[src/rtl/fr_pkg.sv]
package fr_pkg;
  localparam int unsigned N_RESP    = 5;
  localparam int unsigned RSP_CLAMP = 0;
  localparam int unsigned RSP_HALT  = 1;
  localparam int unsigned RSP_PRST  = 2;
  localparam int unsigned RSP_SRST  = 3;
  localparam int unsigned RSP_IRQ   = 4;
  localparam logic [1:0] ADDR_MTX  = 2'd0;
  localparam logic [1:0] ADDR_PLEN = 2'd1;
  localparam logic [1:0] ADDR_SLEN = 2'd2;
  localparam logic [1:0] ADDR_CLR  = 2'd3;
endpackage

[src/rtl/fr_sync.sv]
module fr_sync #(
  parameter int unsigned W = 4
) (
  input  logic         clk_i,
  input  logic         rst_ni,
  input  logic [W-1:0] d_i,
  output logic [W-1:0] q_o
);
  logic [W-1:0] meta_q, sync_q;
  always_ff @(posedge clk_i or negedge rst_ni) begin
    if (!rst_ni) begin
      meta_q <= '0;
      sync_q <= '0;
    end else begin
      meta_q <= d_i;
      sync_q <= meta_q;
    end
  end
  assign q_o = sync_q;
endmodule

[src/rtl/fr_tick.sv]
module fr_tick #(
  parameter int unsigned DIV = 66
) (
  input  logic clk_i,
  input  logic rst_ni,
  output logic tick_o
);
  localparam int unsigned CW = (DIV > 2) ? $clog2(DIV) : 1;
  logic [CW-1:0] cnt_q;
  assign tick_o = (cnt_q == CW'(DIV - 1));
  always_ff @(posedge clk_i or negedge rst_ni) begin
    if (!rst_ni)     cnt_q <= '0;
    else if (tick_o) cnt_q <= '0;
    else             cnt_q <= cnt_q + 1'b1;
  end
endmodule

[src/rtl/fr_rst_timer.sv]
module fr_rst_timer #(
  parameter int unsigned TW = 8
) (
  input  logic          clk_i,
  input  logic          rst_ni,
  input  logic          act_i,
  input  logic          tick_i,
  input  logic [TW-1:0] len_i,
  output logic          rst_o
);
  logic [TW-1:0] cnt_q, ld;
  assign ld = (len_i == '0) ? TW'(1) : len_i;
  always_ff @(posedge clk_i or negedge rst_ni) begin
    if (!rst_ni)                    cnt_q <= '0;
    else if (act_i)                 cnt_q <= ld;
    else if (tick_i && cnt_q != '0) cnt_q <= cnt_q - 1'b1;
  end
  assign rst_o = act_i | (cnt_q != '0);
endmodule

[src/rtl/fault_recovery_seq.sv]
module fault_recovery_seq
  import fr_pkg::*;
#(
  parameter int unsigned N_FLT    = 4,
  parameter int unsigned TMR_W    = 8,
  parameter int unsigned OFF_W    = 24,
  parameter int unsigned CNT_W    = 32,
  parameter int unsigned DIV_1M   = 66,
  parameter int unsigned DIV_100K = 660
) (
  input  logic             clk_i,
  input  logic             rst_ni,
  input  logic [N_FLT-1:0] fault_i,
  input  logic             wr_en_i,
  input  logic [1:0]       wr_addr_i,
  input  logic [31:0]      wr_data_i,
  output logic             clamp_o,
  output logic             halt_o,
  output logic             prst_o,
  output logic             srst_o,
  output logic             irq_o,
  output logic [OFF_W-1:0] off_time_o,
  output logic [CNT_W-1:0] evt_cnt_o,
  output logic [31:0]      status_o
);
  localparam int unsigned MTX_W = N_FLT * N_RESP;

  logic [MTX_W-1:0] mtx_q;
  logic [TMR_W-1:0] len_q [2];
  logic [N_FLT-1:0] flt_s, flt_p, rise, unmask, sticky_q;
  logic [N_RESP-1:0] resp_act, resp_o;
  logic [1:0] rst_out;
  logic tick_1m, tick_100k;

  fr_sync #(.W(N_FLT)) u_sync (.clk_i, .rst_ni, .d_i(fault_i), .q_o(flt_s));
  fr_tick #(.DIV(DIV_1M))   u_t1m   (.clk_i, .rst_ni, .tick_o(tick_1m));
  fr_tick #(.DIV(DIV_100K)) u_t100k (.clk_i, .rst_ni, .tick_o(tick_100k));

  // register port
  always_ff @(posedge clk_i or negedge rst_ni) begin
    if (!rst_ni) begin
      mtx_q    <= '0;
      len_q[0] <= '0;
      len_q[1] <= '0;
    end else if (wr_en_i) begin
      case (wr_addr_i)
        ADDR_MTX:  mtx_q    <= wr_data_i[MTX_W-1:0];
        ADDR_PLEN: len_q[0] <= wr_data_i[TMR_W-1:0];
        ADDR_SLEN: len_q[1] <= wr_data_i[TMR_W-1:0];
        default: ;
      endcase
    end
  end

  // mask/map matrix
  always_comb begin
    resp_act = '0;
    for (int i = 0; i < N_FLT; i++) begin
      unmask[i] = |mtx_q[i*N_RESP +: N_RESP];
      for (int j = 0; j < N_RESP; j++)
        resp_act[j] = resp_act[j] | (flt_s[i] & mtx_q[i*N_RESP+j]);
    end
  end

  for (genvar t = 0; t < 2; t++) begin : g_rtmr
    fr_rst_timer #(.TW(TMR_W)) u_tmr (
      .clk_i, .rst_ni,
      .act_i (resp_act[RSP_PRST + t]),
      .tick_i(tick_1m),
      .len_i (len_q[t]),
      .rst_o (rst_out[t])
    );
  end

  assign clamp_o = resp_act[RSP_CLAMP];
  assign halt_o  = resp_act[RSP_HALT];
  assign irq_o   = resp_act[RSP_IRQ];
  assign prst_o  = rst_out[0];
  assign srst_o  = rst_out[1];
  assign resp_o  = {irq_o, srst_o, prst_o, halt_o, clamp_o};

  // edge detect, sticky status, event counter
  assign rise = flt_s & ~flt_p;

  logic [CNT_W-1:0] evt_q;
  logic [CNT_W:0]   evt_inc, evt_nxt;
  always_comb begin
    evt_inc = '0;
    for (int i = 0; i < N_FLT; i++)
      evt_inc = evt_inc + (CNT_W+1)'(rise[i] & unmask[i]);
    evt_nxt = {1'b0, evt_q} + evt_inc;
  end

  logic [N_FLT-1:0] clr;
  assign clr = (wr_en_i && wr_addr_i == ADDR_CLR) ? wr_data_i[N_FLT-1:0] : '0;

  always_ff @(posedge clk_i or negedge rst_ni) begin
    if (!rst_ni) begin
      flt_p    <= '0;
      sticky_q <= '0;
      evt_q    <= '0;
    end else begin
      flt_p    <= flt_s;
      sticky_q <= (sticky_q & ~clr) | rise;
      evt_q    <= evt_nxt[CNT_W] ? '1 : evt_nxt[CNT_W-1:0];
    end
  end

  // off-line timer
  logic run, run_q;
  logic [OFF_W-1:0] off_q;
  assign run = |(flt_s & unmask) | prst_o | srst_o;
  always_ff @(posedge clk_i or negedge rst_ni) begin
    if (!rst_ni) begin
      run_q <= 1'b0;
      off_q <= '0;
    end else begin
      run_q <= run;
      if (run && !run_q)                        off_q <= '0;
      else if (run && tick_100k && off_q != '1) off_q <= off_q + 1'b1;
    end
  end

  assign off_time_o = off_q;
  assign evt_cnt_o  = evt_q;
  assign status_o   = 32'({resp_o, sticky_q});
endmodule

[config.mk]
export PLATFORM = sky130hd
export DESIGN_NAME = fault_recovery_seq
export DESIGN_NICKNAME = d
export VERILOG_FILES = /design/src/rtl/fr_pkg.sv /design/src/rtl/fr_sync.sv /design/src/rtl/fr_tick.sv /design/src/rtl/fr_rst_timer.sv /design/src/rtl/fault_recovery_seq.sv
export SDC_FILE = /design/constraint.sdc
export NUM_CORES = 1
export LEC_CHECK = 0
export CORE_MARGIN = 3
export CORE_UTILIZATION = 52
export CTS_CLUSTER_DIAMETER = 100
export CTS_CLUSTER_SIZE = 40
export DETAILED_ROUTE_END_ITERATION = 10
export GPL_ROUTABILITY_DRIVEN = 0
export PLACE_DENSITY = 0.8
export REMOVE_ABC_BUFFERS = 1
export SETUP_SLACK_MARGIN = 0.02
export SYNTH_ARGS = -nofsm -noshare
export SYNTH_HDL_FRONTEND = slang
export SYNTH_SLANG_ARGS = --single-unit
[constraint.sdc]
create_clock -name clk_i -period 7.16 [get_ports clk_i]
set_clock_uncertainty 0.1 [all_clocks]
set_input_delay 1.432 -clock clk_i [delete_from_list [all_inputs] [get_ports clk_i]]
set_output_delay 1.432 -clock clk_i [all_outputs]
set_load 0.1 [all_outputs]
==> results_dict.tcl <==
set metrics [dict create \
    slew_headroom_pct 31.2 \
    cts_resized 0 \
    drive_gt1_share_pct 10.9 \
    crit_arrival_ns 4.94 \
    path_max_fanout 28 \
    fin_crit_sh_pct 65.6 \
    outcome "complete, no violations" \
    nNetsFinal 845 \
    hp-start "u_sync.meta_q[1]" \
    fin_ws_ns 2.46 \
    grt_pass1_wl_mm 26.6 \
    syn_area_per_cell_um2 10.2 \
    ios 134 \
    vias 5645 \
    grt_pass1_vias 5500 \
    dp.cells 949 \
    postCtsSetupRepairBufs 0 \
    dr.first_iter.drc_count 433 \
    numCtsBuffers 17 \
    rsz0062_at_grt "false" \
    layout_common_cells "142 x dfrtp_1, 97 x clkdlybuf4s50_1, 93 x nand2_1, 39 x o21ai_0, 37 x nand3_1" \
    synth.yosys.seq_area_share_pct 49.7 \
    syn_area_mm2 0.00715 \
    die_area_mm2 0.0152 \
    crit_start "mtx_q[13]" \
    slew_viol_final 0 \
    final_antenna_net_count 0 \
    required_ns 7.41 \
    h-tree-depth 4 \
    antenna_found_initial 0 \
    routed_wirelength_mm 16.0 \
    ys_warn_count 0 \
    post-dp-hpwl_mm 10.8 \
    async_flop_share_pct 100 \
    synth_cell_types 63 \
    grt_use_met2_pct 35.7 \
    coreArea_mm2 0.0133 \
    rows 42 \
    fin_cells 981 \
    setup_viol 0 \
    firstDrtPassIters 4 \
    hold_path.class "flop to flop" \
    ir_worst_vdd_v 0.000188 \
    gr-usage-met1_pct 28.3 \
    ys.flop_type "dfrtp_1" \
    fin_crit_ns 4.70 \
    overflow 0 \
    grt_use_met3_pct 6.68 \
    die_w_um 123 \
    drc 0 \
    start_kind "flop" \
    cts_root_buf "clkbuf_16" \
    cts_tree "built" \
    crit_type "flop to flop" \
    finalHoldViolCount 0 \
    start_util_pct 53.5 \
    viasPerCell 5.75 \
    clk_latency_ns 0.42 \
    syn_inst 701 \
    cts.sinks 142 \
    drt-wirelength-per-cell_um 16.3 \
    syn_to_final_growth_pct 23.2 \
    clk_path_buf_depth 2 \
    grt-busiest-layer "met2" \
    fmax_ghz 0.213 \
    finalSetupTns_ns 0 \
    grt_max_degree 86 \
    p_per_area_mw_per_mm2 294 \
    end_kind "flop" \
    max-cap-violations 0 \
    synth_seq_cells 142 \
    final_common_cell "dfrtp_1" \
    grt_usage_pct 22.0 \
    nFillCells 1048 \
    portBuffers 98 \
    die_y_um 123 \
    cts_hold_buf 0 \
    synth_edf_count 0 \
    r2r_start "mtx_q[13]" \
    p_leak_nw 3.81 \
    antenna_cells 0 \
    dpl_worst_slack_ns 2.60 \
    clk_pin_slew_ns 0.06 \
    tightest_slew_ns 1.03 \
]
[logic make-up (layout without fill, tap and decap cells)]
logic type,count (synthesis),after routing,synth area share (%)
and+or+nand+nor,275,275,20.2
DFF,142,142,49.7
AOI/OAI and AO/OA,117,117,10.9
buffers and inverters,75,157,5.90
xor gates and xnor gates,47,47,5.76
muxes,32,32,5.02
adders and majority gates,12,12,2.42
other,1,23,0.0525
[critical path: stages (launching register included)]
cell and delay [ns]:
dfrtp_1 0.40, or4_1 0.54, o21ai_0 0.25, or2_2 0.17, fa_1 0.43, fa_1 0.46
inv_1 0.08, fa_1 0.24, nand2_1 0.10, nor3_1 0.26, buf_4 0.22, nand3_1 0.14
or3_1 0.77, and4_1 0.38, nor2_1 0.08
[synth_stat cells, drive strengths merged (3+ instances only)]
library cell	count	area share [%]
nor2b	3	0.26
or2	8	0.70
a22oi	16	1.7
nor3	11	1.0
and4	9	1.1
or4	7	0.79
buf	37	3.9
nand4	15	1.3
o31ai	14	1.9
a31oi	4	0.35
and3	14	1.2
or3	6	0.53
fa	3	0.84
a21oi	19	1.3
xor2	24	2.9
and2	13	1.1
inv	24	1.3
dfrtp	142	50
nor2	33	1.7
nand3	37	2.6
nand3b	3	0.32
nand2	93	4.9
nor4	10	1.1
nand4b	3	0.37
mux2	31	4.9
clkbuf	14	0.74
xnor2	23	2.8
o21ai	46	3.2
ha	9	1.6
a311oi	3	0.61
[flip-flops by register name (all words and copies together), names as in the netlist]
| name | flops |
|---|---|
| g_rtmr.u_tmr.cnt_q | 16 |
| u_sync.q_o | 4 |
| flt_p | 4 |
| off_time_o | 24 |
| run_q | 1 |
| mtx_q | 20 |
| u_sync.meta_q | 4 |
| sticky_q | 4 |
| u_t100k.cnt_q | 10 |
| evt_cnt_o | 32 |
| len_q | 16 |
| u_t1m.cnt_q | 7 |
[report_power, final]
group	internal [mW]	switching (mW)
clock network	0.679	0.325
logic	0.171	0.428
registers	0.896	0.0936
total	1.75	0.847
[layer usage]
layer	up-vias	share of wire, %
li1	2625	-
met1	2821	42
met2	167	50
met3	32	5.6
met4	0	1.9
met5	-	0
[cell type report]
cell class	instances	area, um2	area share, %
Inverter	24	90.1	1.02
Multi-Input combinational cell	506	3260	37.0
Clock inverter	11	210	2.39
Tap cell	176	220	2.50
Timing Repair Buffer	101	1000	11.4
Sequential cell	142	3550	40.3
Clock buffer	21	470	5.34
[through the flow]
step | instance area [um2] | power [mW] | util, % | hold slack (ns)
after floorplan | 6900 | 1.43 | - | 0.231
after global placement | 8130 | 1.58 | 60.9 | 0.234
after detailed placement | 8130 | 1.60 | 60.9 | 0.235
after CTS | 8810 | 2.61 | 66.0 | 0.241
after global routing | 8810 | 2.70 | 66.0 | 0.257
final | 8810 | 2.59 | 66.0 | 0.239
[worst paths after layout]
| kind | slack [ns] | endpoint | cells after the start |
|---|---|---|---|
| min in group asynchronous | 0.87 | evt_cnt_o[29] | 1 |
| hold / removal | 0.24 | u_sync.q_o[1] | 0 |
| hold reg to reg | 0.24 | u_sync.q_o[1] | 0 |
| max in group asynchronous | 4.64 | mtx_q[19] | 2 |
| setup reg to reg | 2.46 | evt_cnt_o[25] | 14 |
| setup / recovery | 2.46 | evt_cnt_o[25] | 14 |
(Power assumes the default switching activity.)
